[config.mk]
export PLATFORM = sky130hd
export DESIGN_NAME = sio_status_reg
export DESIGN_NICKNAME = d
export VERILOG_FILES = /design/src/rtl/sio_status_pkg.sv /design/src/rtl/sio_sync.sv /design/src/rtl/sio_rx_flags.sv /design/src/rtl/sio_stat_hold.sv /design/src/rtl/sio_status_reg.sv
export SDC_FILE = /design/constraint.sdc
export NUM_CORES = 1
export LEC_CHECK = 0
export CORE_MARGIN = 8
export CORE_UTILIZATION = 30
export DETAILED_ROUTE_END_ITERATION = 10
export DONT_BUFFER_PORTS = 1
export HOLD_SLACK_MARGIN = 0.1
export SETUP_SLACK_MARGIN = 0.5
export SLEW_MARGIN = 20
export SYNTH_ARGS = -nofsm -noshare
export SYNTH_HDL_FRONTEND = slang
export SYNTH_SLANG_ARGS = --single-unit
[constraint.sdc]
create_clock -name clk -period 1 [get_ports clk]
set_clock_uncertainty 0.05 [all_clocks]
set_input_delay 0.05 -clock clk [delete_from_list [all_inputs] [get_ports clk]]
set_output_delay 0.05 -clock clk [all_outputs]
set_load 0.005 [all_outputs]
[src/rtl/sio_status_pkg.sv]
package sio_status_pkg;

  typedef struct packed {
    logic dsr;
    logic synbrk;
    logic fe;
    logic oe;
    logic pe;
    logic txempty;
    logic rxrdy;
    logic txrdy;
  } sio_stat_t;

  localparam int STAT_W = $bits(sio_stat_t);
  localparam logic [STAT_W-1:0] STAT_RST = 8'h05;

  function automatic logic txrdy_gate(input logic buf_empty, input logic cts_low_n,
                                      input logic tx_en);
    return buf_empty & ~cts_low_n & tx_en;
  endfunction

  function automatic logic sticky_next(input logic cur, input logic set, input logic clr);
    return set | (cur & ~clr);
  endfunction

endpackage

[src/rtl/sio_sync.sv]
module sio_sync #(
  parameter int STAGES = 2,
  parameter int W = 1,
  parameter logic [W-1:0] RST_VAL = '1
) (
  input  logic         clk,
  input  logic         rst_n,
  input  logic [W-1:0] d,
  output logic [W-1:0] q
);
  logic [STAGES-1:0][W-1:0] stg;

  always_ff @(posedge clk or negedge rst_n) begin
    if (!rst_n) begin
      stg <= {STAGES{RST_VAL}};
    end else begin
      stg[0] <= d;
      for (int i = 1; i < STAGES; i++) stg[i] <= stg[i-1];
    end
  end

  assign q = stg[STAGES-1];
endmodule

[src/rtl/sio_rx_flags.sv]
module sio_rx_flags
  import sio_status_pkg::*;
(
  input  logic clk,
  input  logic rst_n,
  input  logic char_load,
  input  logic parity_bad,
  input  logic stop_bad,
  input  logic async_mode,
  input  logic data_rd,
  input  logic err_clr,
  output logic pe_q,
  output logic oe_q,
  output logic fe_q,
  output logic rxrdy_q
);
  logic pe_set, oe_set, fe_set;

  assign pe_set = char_load & parity_bad;
  assign fe_set = char_load & stop_bad & async_mode;
  assign oe_set = char_load & rxrdy_q & ~data_rd;

  always_ff @(posedge clk or negedge rst_n) begin
    if (!rst_n) begin
      pe_q    <= 1'b0;
      oe_q    <= 1'b0;
      fe_q    <= 1'b0;
      rxrdy_q <= 1'b0;
    end else begin
      pe_q    <= sticky_next(pe_q, pe_set, err_clr);
      oe_q    <= sticky_next(oe_q, oe_set, err_clr);
      fe_q    <= sticky_next(fe_q, fe_set, err_clr);
      rxrdy_q <= sticky_next(rxrdy_q, char_load, data_rd);
    end
  end


  a_r4_pe_sticky: assert property (@(posedge clk) disable iff (!rst_n)
    pe_q && !err_clr |=> pe_q);

  a_r5_overrun: assert property (@(posedge clk) disable iff (!rst_n)
    char_load && rxrdy_q && !data_rd |=> oe_q);

  a_r6_no_fe_sync: assert property (@(posedge clk) disable iff (!rst_n)
    !async_mode && !fe_q |=> !fe_q);

  a_r7_clear_wins_alone: assert property (@(posedge clk) disable iff (!rst_n)
    err_clr && !char_load |=> !pe_q && !oe_q && !fe_q);

  a_r8_rxrdy_load: assert property (@(posedge clk) disable iff (!rst_n)
    char_load |=> rxrdy_q);
endmodule

[src/rtl/sio_stat_hold.sv]
module sio_stat_hold
  import sio_status_pkg::*;
(
  input  logic              clk,
  input  logic              rst_n,
  input  logic              hold,
  input  logic [STAT_W-1:0] live,
  output logic [STAT_W-1:0] shown
);
  always_ff @(posedge clk or negedge rst_n) begin
    if (!rst_n)     shown <= STAT_RST;
    else if (!hold) shown <= live;
  end


  a_r3_frozen_in_read: assert property (@(posedge clk) disable iff (!rst_n)
    hold |=> $stable(shown));
endmodule

[src/rtl/sio_status_reg.sv]
module sio_status_reg
  import sio_status_pkg::*;
#(
  parameter int SYNC_STAGES = 2
) (
  input  logic       clk,
  input  logic       rst_n,
  input  logic       rx_char_load,
  input  logic       rx_parity_bad,
  input  logic       rx_stop_bad,
  input  logic       async_mode,
  input  logic       tx_buf_empty,
  input  logic       tx_idle,
  input  logic       sync_brk_det,
  input  logic       dsr_n,
  input  logic       cts_n,
  input  logic       cmd_wr,
  input  logic       cmd_err_rst,
  input  logic       cmd_tx_en,
  input  logic       cpu_rd,
  input  logic       cpu_cd,
  output logic [7:0] status_q,
  output logic       txrdy_pin
);
  localparam int MODEM_W = 2;

  logic stat_rd, data_rd, err_clr;
  logic [MODEM_W-1:0] modem_s;
  logic dsr_s, cts_s;
  logic dsr_l, syn_l, txe_l, tbe_l;
  logic pe_q, oe_q, fe_q, rxrdy_q;
  sio_stat_t live;

  assign stat_rd = cpu_rd & cpu_cd;
  assign data_rd = cpu_rd & ~cpu_cd;
  assign err_clr = cmd_wr & cmd_err_rst;

  sio_sync #(.STAGES(SYNC_STAGES), .W(MODEM_W), .RST_VAL(2'b11)) u_modem_sync (
    .clk(clk), .rst_n(rst_n), .d({dsr_n, cts_n}), .q(modem_s));
  assign dsr_s = modem_s[1];
  assign cts_s = modem_s[0];

  always_ff @(posedge clk or negedge rst_n) begin
    if (!rst_n) begin
      dsr_l <= 1'b0;
      syn_l <= 1'b0;
      txe_l <= 1'b1;
      tbe_l <= 1'b1;
    end else begin
      dsr_l <= ~dsr_s;
      syn_l <= sync_brk_det;
      txe_l <= tx_idle;
      tbe_l <= tx_buf_empty;
    end
  end

  sio_rx_flags u_rx_flags (
    .clk(clk), .rst_n(rst_n), .char_load(rx_char_load), .parity_bad(rx_parity_bad),
    .stop_bad(rx_stop_bad), .async_mode(async_mode), .data_rd(data_rd),
    .err_clr(err_clr), .pe_q(pe_q), .oe_q(oe_q), .fe_q(fe_q), .rxrdy_q(rxrdy_q));

  always_comb begin
    live.dsr     = dsr_l;
    live.synbrk  = syn_l;
    live.fe      = fe_q;
    live.oe      = oe_q;
    live.pe      = pe_q;
    live.txempty = txe_l;
    live.rxrdy   = rxrdy_q;
    live.txrdy   = tbe_l;
  end

  sio_stat_hold u_hold (
    .clk(clk), .rst_n(rst_n), .hold(stat_rd), .live(live), .shown(status_q));

  assign txrdy_pin = txrdy_gate(tbe_l, cts_s, cmd_tx_en);


  a_r10_pin_off_when_cts_high: assert property (@(posedge clk) disable iff (!rst_n)
    $past(cts_n) && cts_n |=> !txrdy_pin);

  a_r10_pin_off_when_disabled: assert property (@(posedge clk) disable iff (!rst_n)
    !cmd_tx_en |-> !txrdy_pin);
endmodule

### Yosys cells after proc, flatten, opt, wreduce, memory -nomap -nowiden

Index checks and enable logic that the tools add are counted.

| operators by class | value |
|---|---|
| bitwise gates (word level) | 23 |

Operator list:

| kind | count |
|---|---|
| $and 1x1->1 | 14 |
| $not 1->1 | 5 |
| $or 1x1->1 | 4 |

| word-level totals | value |
|---|---|
| bits in registers | 20 |
| logic and storage cells | 34 |

### Depth between registers and ports, before layout

Gate-level depths: netlist (run 1).

| depth | value |
|---|---|
| depth after elaboration | 5 |
| depth in mapped cells | 2 |

### Modules after synthesis

A second synthesis (run 1) with hierarchy kept.

| second synthesis, totals | value |
|---|---|
| cell total of the unflattened synthesis | 42 |
| area total of the unflattened synthesis | 737.0 µm² |

Modules (own cells, without submodules):

| module | cells each | seq. area each (µm²) | area an instance (µm²) | instances |
|---|---|---|---|---|
| sio_stat_hold | 17 | 202.7 | 334.1 | 1 |
| sio_rx_flags | 10 | 100.1 | 145.1 | 1 |
| sio_status_reg | 9 | 102.6 | 137.6 | 1 |
| sio_sync | 6 | 105.1 | 120.1 | 1 |

### Least setup slack after synthesis (run 1)

OpenSTA, ideal clock, no wires.

| timing | value |
|---|---|
| path kind | register -> register |
| start | register u_hold.shown[1] (netlist name) |
| end | register u_hold.shown[1] |
| stages on the path, launching flop included | 2 |
| path slack | 213 ps |
| required time | 825 ps |
| arrival | 612 ps |
| path through | dfrtp_1 > mux2_2 |

RTL lines:

| item | RTL line | source |
|---|---|---|
| end signal: assignment | sio_stat_hold.sv:12 | `else if (!hold) shown <= live;` |
| end: declaration | sio_stat_hold.sv:8 | `output logic [STAT_W-1:0] shown` |

### Final worst setup path (run 1)

| timing | value |
|---|---|
| start | register tbe_l |
| end | output txrdy_pin |

| on the way | value |
|---|---|
| longest elaborated chain between the ends | 2 |

Ends and longest elaborated chain:

| item | RTL line | source |
|---|---|---|
| start: declaration | sio_status_reg.sv:30 | `logic dsr_l, syn_l, txe_l, tbe_l;` |
| start signal: assignment | sio_status_reg.sv:53 | `tbe_l <= tx_buf_empty;` |
| $and 1x1->1 (2 in a row) | sio_status_pkg.sv:19 | `return buf_empty & ~cts_low_n & tx_en;` |
| end: declaration | sio_status_reg.sv:23 | `output logic txrdy_pin` |

Every way passes these cells.

==> results of run 1 <==
logic make-up (layout without fill, tap and decap cells):
kind of cell | Yosys count | after routing
mux | 8 | 8
simple gates | 4 | 4
compound gates | 4 | 4
buf+inv | 1 | 10
flops | 20 | 20
final cells by class:
| class | count | area (sq um) |
|---|---|---|
| fillers | 203 | 1340 |
| clock buffers | 4 | 36.3 |
| repair buffers | 5 | 50.0 |
| inverters | 1 | 3.75 |
| flip-flops and latches | 20 | 510 |
| multi-input cells | 16 | 178 |
| well taps | 28 | 35.0 |
metal layers:
layer  GRT usage  up-vias
met1      0.0844      168
li1            -      148
met5           0        -
met4      0.0513        0
met2      0.0922       16
met3      0.0283        0
per-stage QoR:
stage | instances | area [sq um]
3_3_place_gp | 65 | 701
6_report | 74 | 813
5_1_grt | 74 | 813
2_1_floorplan | 37 | 666
3_5_place_dp | 65 | 701
4_1_cts | 74 | 813
layout by cell type (no fill, tap or decap), drive strengths merged:
cell type    count
a21o             1
a22o             1
a32o             2
and3b            1
clkbuf           4
dfrtp           12
dfstp            8
dlygate4sd3      5
inv              1
mux2             8
nand2            2
nand2b           1
path summary, 6_finish.rpt:
kind,slack [ns],depth (start not counted),end,from
min,-0.62,0,syn_l$_DFF_PN0_,rst_n
max in group asynchronous,1.34,0,u_modem_sync.stg[1]$_DFF_PN1_,rst_n
max,-0.1,1,txrdy_pin,tbe_l$_DFF_PN1_
max reg2reg,0.16,1,u_hold.shown[3]$_DFFE_PN0N_,u_hold.shown[3]$_DFFE_PN0N_
min in group clk,-0.21,1,u_rx_flags.rxrdy_q$_DFF_PN0_,rx_char_load
min reg2reg,0.31,0,u_modem_sync.q[0]$_DFF_PN1_,u_modem_sync.stg[0]$_DFF_PN1_
power breakdown:
part	switching (mW)	internal, mW
Clock	0.240	0.222
Sequential	0.0438	0.894
Combinational	0.0308	0.0797
Total	0.314	1.20
repair_timing:
item,4_1_cts,5_1_grt
pin swaps,0,0
resized for setup,7,0
hold endpoints to repair,29,24
endpoints found under the setup margin,24,24
==> reports/metrics.yaml, run 1 <==
synthesis:
  yosysUniqueCellTypes: 11
  synthMuxAreaShare: 0.135
  synth_edf_count: 0
  synthSimpleGateAreaFrac: 0.0376
  synth_top_family_by_area: "multiplexers"
  synth_seq_cells: 20
  synth_warnings: 0
  synth_area_sq_um: 666
  synth.top_cells.by_count: "dfrtp_1, dfstp_2, mux2_2"
  synth-adder-area-share: 0
  async_flop_share: 1.00
  synth-compound-area-share: 0.0545
  synth.area.top_cells: "dfrtp_1, dfstp_2, mux2_2"
  synth_top_area_share: 0.451
  synth-xor-area-share: 0
  synth_ff_type: "dfrtp_1"
  synthCells: 37
  yosysTopAreaCell: "dfrtp_1"
  avgSynthCellArea_sq_um: 18.0
  yosysMostFrequentCell: "dfrtp_1"
  synth_nets: 53
  ys_seq_area_frac: 0.767
critical_path:
  cp_data_arrival_time_ns: 1.00
  cp_num_buf_inv: 0
  critical_path.max_stage_delay_ns: 0.54
  end_kind: "output port"
  worstSetupStartpointType: "flop"
  slowest_stage: "dfstp_2"
  worstPathRequired_ns: 0.90
  cp_max_fo: 2
  worstPathCellList: "and3b_1"
  worst-setup-path-type: "reg2out"
  crit_family: "flip-flops"
sta:
  period_share: 1.10
  slew_headroom: 0.793
  final_max_slew_viol_count: 0
  setup_slack_ns: -0.0994
  fmax_mhz: 910
  tightestPinTransition_ns: 0.310
  tns_ns: -0.0994
  setup_viol: 1
  period_minus_slack_ns: 1.10
  rsz0062_at_grt: "yes"
  hold_violations: 24
  holdWs_ns: -0.620
cells_and_area:
  final_util: 0.379
  nNetsFinal: 63
  largest_reg_flops: 8
  areaGrowthSynthToFinish_pct: 22.2
  drive_gt1_frac: 0.457
  regMostFlops: "u_hold.shown"
  diodes: 0
clock_network:
  clock_sinks: 20
  worstSkewPairLatency_ns: 0.29
  h-tree-depth: 1
  clockBufferDepth: 2
  cts_hold_buffers: 5
  cts.clk_slew.worst_paths_ns: 0.11
  post-cts-setup-buffer-count: 0
  numCtsBuffers: 3
  clockRootBuffer: "clkbuf_4"
  cts_tree: "done"
placement:
  io_buffers: 0
  dp_slack_ns: 0.172
  gp_congestion: 0.615
drt:
  met2_length_um: 621
  wl_per_cell_um: 17.6
  drc: 0
  drt.antenna.violating_nets: 0
  vias: 332
  route.met3.wl_um: 104
  drtPass1Iterations: 4
  highest_layer: "met3"
  dr.first_iter.drc_count: 2
  avgViaCountPerCell: 4.49
  drt-met1-wl_um: 579
  wl_um: 1310
power:
  vdd_drop_max_uv: 784
  p_leak_nw: 0.361
  p_total_mw: 1.51
  p_per_area_nw_per_um2: 1860
global_routing:
  antenna_found_initial: 0
  grt_first_pass_wirelength_um: 2130
  grt_pass1_vias: 392
  grt_max_degree: 21
  grt_usage: 0.0684
  overflow: 0
die:
  dieArea_sq_um: 3980
  rows: 17
  die_width_um: 63.1
  ios: 25
  die_y_um: 63.1
  coreArea_sq_um: 2150
  start_util: 0.310
outcome:
  status: "finished, violations left"
  violations: "hold timing, setup timing"
hold_path:
  hp-class: "in2async"
job:
  drv_cap: 0
Power figures use the tool's default switching activity.
==> run 2, diff against run 1 <==
GPL_TIMING_DRIVEN = 0   (was unset)
==> run 2 against run 1 <==
Compared with the run above:
- total power fell by 0.97%
- clock power fell by 3%
- the flow still finishes with violations (hold timing, setup timing)
- maximum frequency rose by 0.23%
- first-iteration DRC count rose to 8.0 times the previous value
- sequential cell count did not move
- register-to-register slack barely moved
- highest routed layer is now met4
- global-route usage barely moved
==> reports/metrics.yaml, run 2 (synthesized netlist as in run 1, its figures left out) <==
outcome:
  status: "finished, violations left"  # unchanged
  violations: "hold timing, setup timing"  # unchanged
sta:
  hold_violations: 24  # unchanged
  tns_ns: -0.0970  # was -0.0994 ns
  period_minus_slack_ns: 1.10  # about the same
  holdWs_ns: -0.610  # was -0.620 ns
  tightestPinTransition_ns: 0.297  # was 0.310 ns
  rsz0062_at_grt: "yes"  # unchanged
  period_share: 1.10  # about the same
  setup_slack_ns: -0.0970  # was -0.0994 ns
  setup_viol: 1  # unchanged
  final_max_slew_viol_count: 0  # unchanged
  fmax_mhz: 912  # was 910 MHz
  slew_headroom: 0.801  # was 0.793
clock_network:
  worstSkewPairLatency_ns: 0.29  # about the same
  clockBufferDepth: 2  # unchanged
  post-cts-setup-buffer-count: 0  # unchanged
  cts_tree: "done"  # unchanged
  h-tree-depth: 1  # unchanged
  clock_sinks: 20  # unchanged
  clockRootBuffer: "clkbuf_4"  # unchanged
  cts.clk_slew.worst_paths_ns: 0.11  # about the same
  numCtsBuffers: 3  # unchanged
  cts_hold_buffers: 5  # unchanged
global_routing:
  grt_first_pass_wirelength_um: 2080  # was 2130 um
  grt_max_degree: 21  # unchanged
  grt_usage: 0.0681  # was 0.0684
  antenna_found_initial: 0  # unchanged
  grt_pass1_vias: 400  # was 392
  overflow: 0  # unchanged
cells_and_area:
  n_fill_cell: 212  # was 203
  nNetsFinal: 63  # unchanged
  regMostFlops: "u_hold.shown"  # unchanged
  largest_reg_flops: 8  # unchanged
  final_common_cell: "dfrtp_1"  # unchanged
  final_cell_mix: "dfrtp_1, dfstp_2, mux2_4"  # unchanged
  final_util: 0.379  # unchanged
  instances_no_fill: 74  # unchanged
  areaGrowthSynthToFinish_pct: 22.2  # unchanged
  drive_gt1_frac: 0.478  # was 0.457
  diodes: 0  # unchanged
  final_area_sq_um: 813  # unchanged
critical_path:
  critical_path.max_stage_delay_ns: 0.54  # about the same
  worstPathRequired_ns: 0.90  # about the same
  slowest_stage: "dfstp_2"  # unchanged
  cp_data_arrival_time_ns: 1.00  # about the same
  crit_family: "flip-flops"  # unchanged
  worstSetupStartpointType: "flop"  # unchanged
  end_kind: "output port"  # unchanged
  r2r_start: "u_hold.shown[5]$_DFFE_PN0N_"  # was u_hold.shown[3]$_DFFE_PN0N_
  timing.rr.end: "u_hold.shown[5]$_DFFE_PN0N_"  # was u_hold.shown[3]$_DFFE_PN0N_
  cp_num_buf_inv: 0  # unchanged
  rr_worst_depth: 1  # unchanged
  cp_max_fo: 2  # unchanged
  ff2ff_setup_slack_ns: 0.15  # was 0.16 ns
  worstPathCellList: "and3b_1"  # unchanged
  worst-setup-path-type: "reg2out"  # unchanged
die:
  dieArea_sq_um: 3980  # unchanged
  die_width_um: 63.1  # unchanged
  rows: 17  # unchanged
  die_y_um: 63.1  # unchanged
  coreArea_sq_um: 2150  # unchanged
  start_util: 0.310  # unchanged
  ios: 25  # unchanged
power:
  p_total_mw: 1.50  # was 1.51 mW
  pwr-share-comb: 0.073  # about the same
  p_leak_nw: 0.360  # was 0.361 nW
  p_per_area_nw_per_um2: 1840  # was 1860 nW/um^2
  p_sw_frac: 0.201  # was 0.208
  internal-power_mw: 1.20  # about the same
  p_switching_mw: 0.300  # was 0.314 mW
  vdd_drop_max_uv: 648  # was 784 uV
  power_frac_clock: 0.299  # was 0.306
  seq_power_share: 0.628  # was 0.621
drt:
  dr.first_iter.drc_count: 16  # was 2
  drtPass1Iterations: 2  # was 4
  drc: 0  # unchanged
  avgViaCountPerCell: 4.54  # was 4.49
  wl_um: 1210  # was 1310 um
  wl_per_cell_um: 16.3  # was 17.6 um
  drt.antenna.violating_nets: 0  # unchanged
  vias: 336  # was 332
hold_path:
  hp-class: "in2async"  # unchanged
placement:
  placed_area_sq_um: 701  # unchanged
  io_buffers: 0  # unchanged
  dp.cells: 65  # unchanged
  dp_slack_ns: 0.162  # was 0.172 ns
  gp_congestion: 0.657  # was 0.615
job:
  drv_cap: 0  # unchanged
==> run 2: cell types whose count changed in the layout (fill, tap and decap cells not counted) <==
cell,previous run,this run
inv_2,0,1
inv_1,1,0
==> run 2: how the worst max path moves through the flow <==
stage                                      from                           to  slack, ns  cells past startpoint
finish                          tbe_l$_DFF_PN1_                    txrdy_pin       -0.1                      1
global route                    tbe_l$_DFF_PN1_                    txrdy_pin      -0.14                      1
detailed placement  u_hold.shown[5]$_DFFE_PN0N_  u_hold.shown[5]$_DFFE_PN0N_       0.16                      1
floorplan           u_hold.shown[1]$_DFFE_PN0N_  u_hold.shown[1]$_DFFE_PN0N_       0.21                      1
CTS                             tbe_l$_DFF_PN1_                    txrdy_pin      -0.11                      1
global placement    u_hold.shown[5]$_DFFE_PN0N_  u_hold.shown[5]$_DFFE_PN0N_       0.18                      1
==> run 2: what timing repair did <==
| action | 4_1_cts | 5_1_grt |
|---|---|---|
| endpoints found under the setup margin | 24 | 24 |
| gates resized for setup | 7 | 1 |
| hold endpoints to repair | 29 | 24 |
==> run 2: layer usage <==
layer	share of wire	track usage	vias up
li1	-	-	147
met1	0.37	0.0739	171
met2	0.46	0.0896	16
met3	0.15	0.0424	2
met4	0.022	0.0598	0
met5	0	0	-
==> run 2: power groups by stage <==
stage / Clock, mW / Combinational, mW / Sequential [mW]
6_report: 0.447 / 0.109 / 0.939
5_1_grt: 0.499 / 0.121 / 0.952
4_1_cts: 0.464 / 0.111 / 0.942
3_5_place_dp: 0 / 0.0714 / 0.954
3_3_place_gp: 0 / 0.0676 / 0.951
2_1_floorplan: 0 / 0.0628 / 0.938
==> run 2: area by class of cell <==
cell class                      count  area [sq um]  share of cell area
Sequential cell                    20           510               0.628
Tap cell                           28          35.0              0.0431
Multi-Input combinational cell     16           178               0.218
Timing Repair Buffer                5          50.0              0.0615
Clock buffer                        4          36.3              0.0446
Inverter                            1          3.75             0.00462
==> run 3, diff against run 2 <==
ABC_AREA = 1   (was unset)
==> run 3 against run 2 <==
Compared with the run above:
- the flow still finishes with violations (hold timing, setup timing)
- total power decreased by 3.5%
- highest routed layer is now met3
- non-clock buffer count increased by 2
- register-to-register slack improved by 0.07 ns
- worst hold slack got worse by 0.0040 ns
- clock-buffer cell count unchanged
- largest cell class unchanged
- via count increased by 35%
- critical endpoint unchanged
==> reports/metrics.yaml, run 3 <==
synthesis:
  yosysTopAreaCell: "dfrtp_1"  # unchanged
  synth_seq_cells: 20  # unchanged
  synth_top_area_share: 0.403  # was 0.451
  yosysUniqueCellTypes: 10  # was 11
  synth_area_sq_um: 744  # was 666 sq um
  avgSynthCellArea_sq_um: 11.1  # was 18.0 sq um
  synth_warnings: 0  # unchanged
  synth.top_cells.by_count: "nand2_1, dfrtp_1, nand3_1"  # was dfrtp_1, dfstp_2, mux2_2
  synth_edf_count: 0  # unchanged
  yosysMostFrequentCell: "nand2_1"  # was dfrtp_1
  async_flop_share: 1.00  # unchanged
  synthCells: 67  # was 37
  synth_ff_type: "dfrtp_1"  # unchanged
  synth_nets: 83  # was 53
  synth.area.top_cells: "dfrtp_1, dfstp_2, nand2_1"  # was dfrtp_1, dfstp_2, mux2_2
  ys_seq_area_frac: 0.686  # was 0.767
power:
  p_per_area_nw_per_um2: 1630  # was 1840 nW/um^2
  p_leak_nw: 0.414  # was 0.360 nW
  vdd_drop_max_uv: 918  # was 648 uV
  p_total_mw: 1.44  # was 1.50 mW
global_routing:
  grt_usage: 0.0654  # was 0.0681
  grt_first_pass_wirelength_um: 2240  # was 2080 um
  antenna_found_initial: 0  # unchanged
  grt_pass1_vias: 461  # was 400
  grt_max_degree: 21  # unchanged
  overflow: 0  # unchanged
outcome:
  status: "finished, violations left"  # unchanged
  violations: "hold timing, setup timing"  # unchanged
critical_path:
  critical_path.max_stage_delay_ns: 0.55  # was 0.54 ns
  cp_data_arrival_time_ns: 0.96  # was 1.00 ns
  timing.rr.end: "u_hold.shown[2]$_DFFE_PN1N_"  # was u_hold.shown[5]$_DFFE_PN0N_
  ff2ff_setup_slack_ns: 0.22  # was 0.15 ns
  slowest_stage: "dfstp_2"  # unchanged
  cp_max_fo: 2  # unchanged
  end_kind: "output port"  # unchanged
  worstPathCellList: "nand2_2 -> nor2_4"  # was and3b_1
  worstSetupStartpointType: "flop"  # unchanged
  rr_worst_depth: 2  # was 1
  worstPathRequired_ns: 0.90  # about the same
  r2r_start: "u_hold.shown[2]$_DFFE_PN1N_"  # was u_hold.shown[5]$_DFFE_PN0N_
  worst-setup-path-type: "reg2out"  # unchanged
clock_network:
  h-tree-depth: 1  # unchanged
  clockRootBuffer: "clkbuf_4"  # unchanged
  post-cts-setup-buffer-count: 0  # unchanged
  cts_tree: "done"  # unchanged
  clock_sinks: 20  # unchanged
  cts.clk_slew.worst_paths_ns: 0.11  # about the same
  numCtsBuffers: 3  # unchanged
  worstSkewPairLatency_ns: 0.29  # about the same
  clockBufferDepth: 2  # unchanged
  cts_hold_buffers: 5  # unchanged
hold_path:
  hp-class: "in2async"  # unchanged
die:
  dieArea_sq_um: 4330  # was 3980 sq um
  die_y_um: 65.8  # was 63.1 um
  die_width_um: 65.8  # was 63.1 um
  coreArea_sq_um: 2410  # was 2150 sq um
  start_util: 0.309  # was 0.310
  ios: 25  # unchanged
  rows: 18  # was 17
sta:
  fmax_mhz: 943  # was 912 MHz
  tightestPinTransition_ns: 0.139  # was 0.297 ns
  slew_headroom: 0.908  # was 0.801
  setup_viol: 1  # unchanged
  period_share: 1.06  # was 1.10
  period_minus_slack_ns: 1.06  # was 1.10 ns
  setup_slack_ns: -0.0601  # was -0.0970 ns
  hold_violations: 27  # was 24
  holdWs_ns: -0.614  # was -0.610 ns
  rsz0062_at_grt: "yes"  # unchanged
  final_max_slew_viol_count: 0  # unchanged
drt:
  vias: 455  # was 336
  route.met3.wl_um: 125  # was 178 um
  drc: 0  # unchanged
  dr.first_iter.drc_count: 3  # was 16
  met2_length_um: 618  # was 552 um
  drt-met1-wl_um: 579  # was 445 um
  highest_layer: "met3"  # was met4
  wl_um: 1320  # was 1210 um
  avgViaCountPerCell: 4.29  # was 4.54
  drtPass1Iterations: 4  # was 2
  drt.antenna.violating_nets: 0  # unchanged
  wl_per_cell_um: 12.5  # was 16.3 um
cells_and_area:
  regMostFlops: "u_hold.shown"  # unchanged
  areaGrowthSynthToFinish_pct: 18.7  # was 22.2%
  final_common_cell: "nand2_1"  # was dfrtp_1
  largest_reg_flops: 8  # unchanged
  nNetsFinal: 93  # was 63
  diodes: 0  # unchanged
  final_area_sq_um: 883  # was 813 sq um
  final_cell_mix: "nand2_1, dfrtp_1, dfstp_2"  # was dfrtp_1, dfstp_2, mux2_4
  drive_gt1_frac: 0.342  # was 0.478
placement:
  io_buffers: 0  # unchanged
  gp_congestion: 0.654  # was 0.657
  placed_area_sq_um: 787  # was 701 sq um
job:
  drv_cap: 0  # unchanged
==> run 3: changes by cell type after synthesis, moves of 4 or more <==
| cell | before | now |
|---|---|---|
| nand3_1 | 0 | 9 |
| nand2_1 | 1 | 25 |
| nand2_2 | 1 | 5 |
| mux2_2 | 8 | 0 |
==> run 3: repair_timing <==
item | 4_1_cts | 5_1_grt
gates cloned | 0 | 0
gates resized for setup | 3 | 3
endpoints found under the setup margin | 24 | 24
hold endpoints to repair | 37 | 32
pin swaps | 0 | 1
==> run 3: kinds of logic (layout without fill, tap and decap cells) <==
kind of cell,Yosys count,in the layout,share of synthesized area
DFF,20,20,0.686
buffers and inverters,6,15,0.0538
and+or+nand+nor,41,41,0.260
==> run 3: worst max-delay path: cells and delay by family (launching register included) <==
kind             cells  cell delay (ns)
AND/OR/NAND/NOR      2             0.14
flip-flops           1             0.55
==> run 3: routing by layer <==
layer | vias to the layer above | global-route usage
met5 | - | 0
met4 | 0 | 0.0163
met3 | 0 | 0.0305
met2 | 15 | 0.0987
met1 | 213 | 0.0821
li1 | 227 | -
==> run 3: cell type report <==
type / count / area, sq um
Fill cell: 234 / 1530
Sequential cell: 20 / 510
Multi-Input combinational cell: 41 / 219
Timing Repair Buffer: 5 / 50.0
Tap cell: 30 / 37.5
Clock buffer: 4 / 26.3
Buffer: 2 / 22.5
Inverter: 4 / 17.5
==> run 3: worst max-delay path by stage <==
| stage | slack, ns | startpoint | endpoint | cells after the start |
|---|---|---|---|---|
| floorplan | 0.26 | tbe_l$_DFF_PN1_ | txrdy_pin | 2 |
| global placement | 0.21 | tbe_l$_DFF_PN1_ | txrdy_pin | 2 |
| detailed placement | 0.22 | tbe_l$_DFF_PN1_ | txrdy_pin | 2 |
| CTS | -0.08 | tbe_l$_DFF_PN1_ | txrdy_pin | 2 |
| global route | -0.11 | tbe_l$_DFF_PN1_ | txrdy_pin | 2 |
| finish | -0.06 | tbe_l$_DFF_PN1_ | txrdy_pin | 2 |
==> run 3: where the power goes <==
part | internal (mW) | leakage, nW | switching (mW)
logic | 0.0600 | 0.177 | 0.0656
clock network | 0.155 | 0.0150 | 0.221
registers | 0.893 | 0.223 | 0.0481
total | 1.11 | 0.414 | 0.335
==> run 3: per-stage QoR <==
stage	TNS [ns]	setup slack (ns)	utilization	std cells
detailed placement	0	0.215	0.327	97
floorplan	0	0.256	-	67
global route	-0.111	-0.111	0.367	106
finish	-0.0601	-0.0601	0.367	106
global placement	0	0.212	0.327	97
CTS	-0.0830	-0.0830	0.362	106
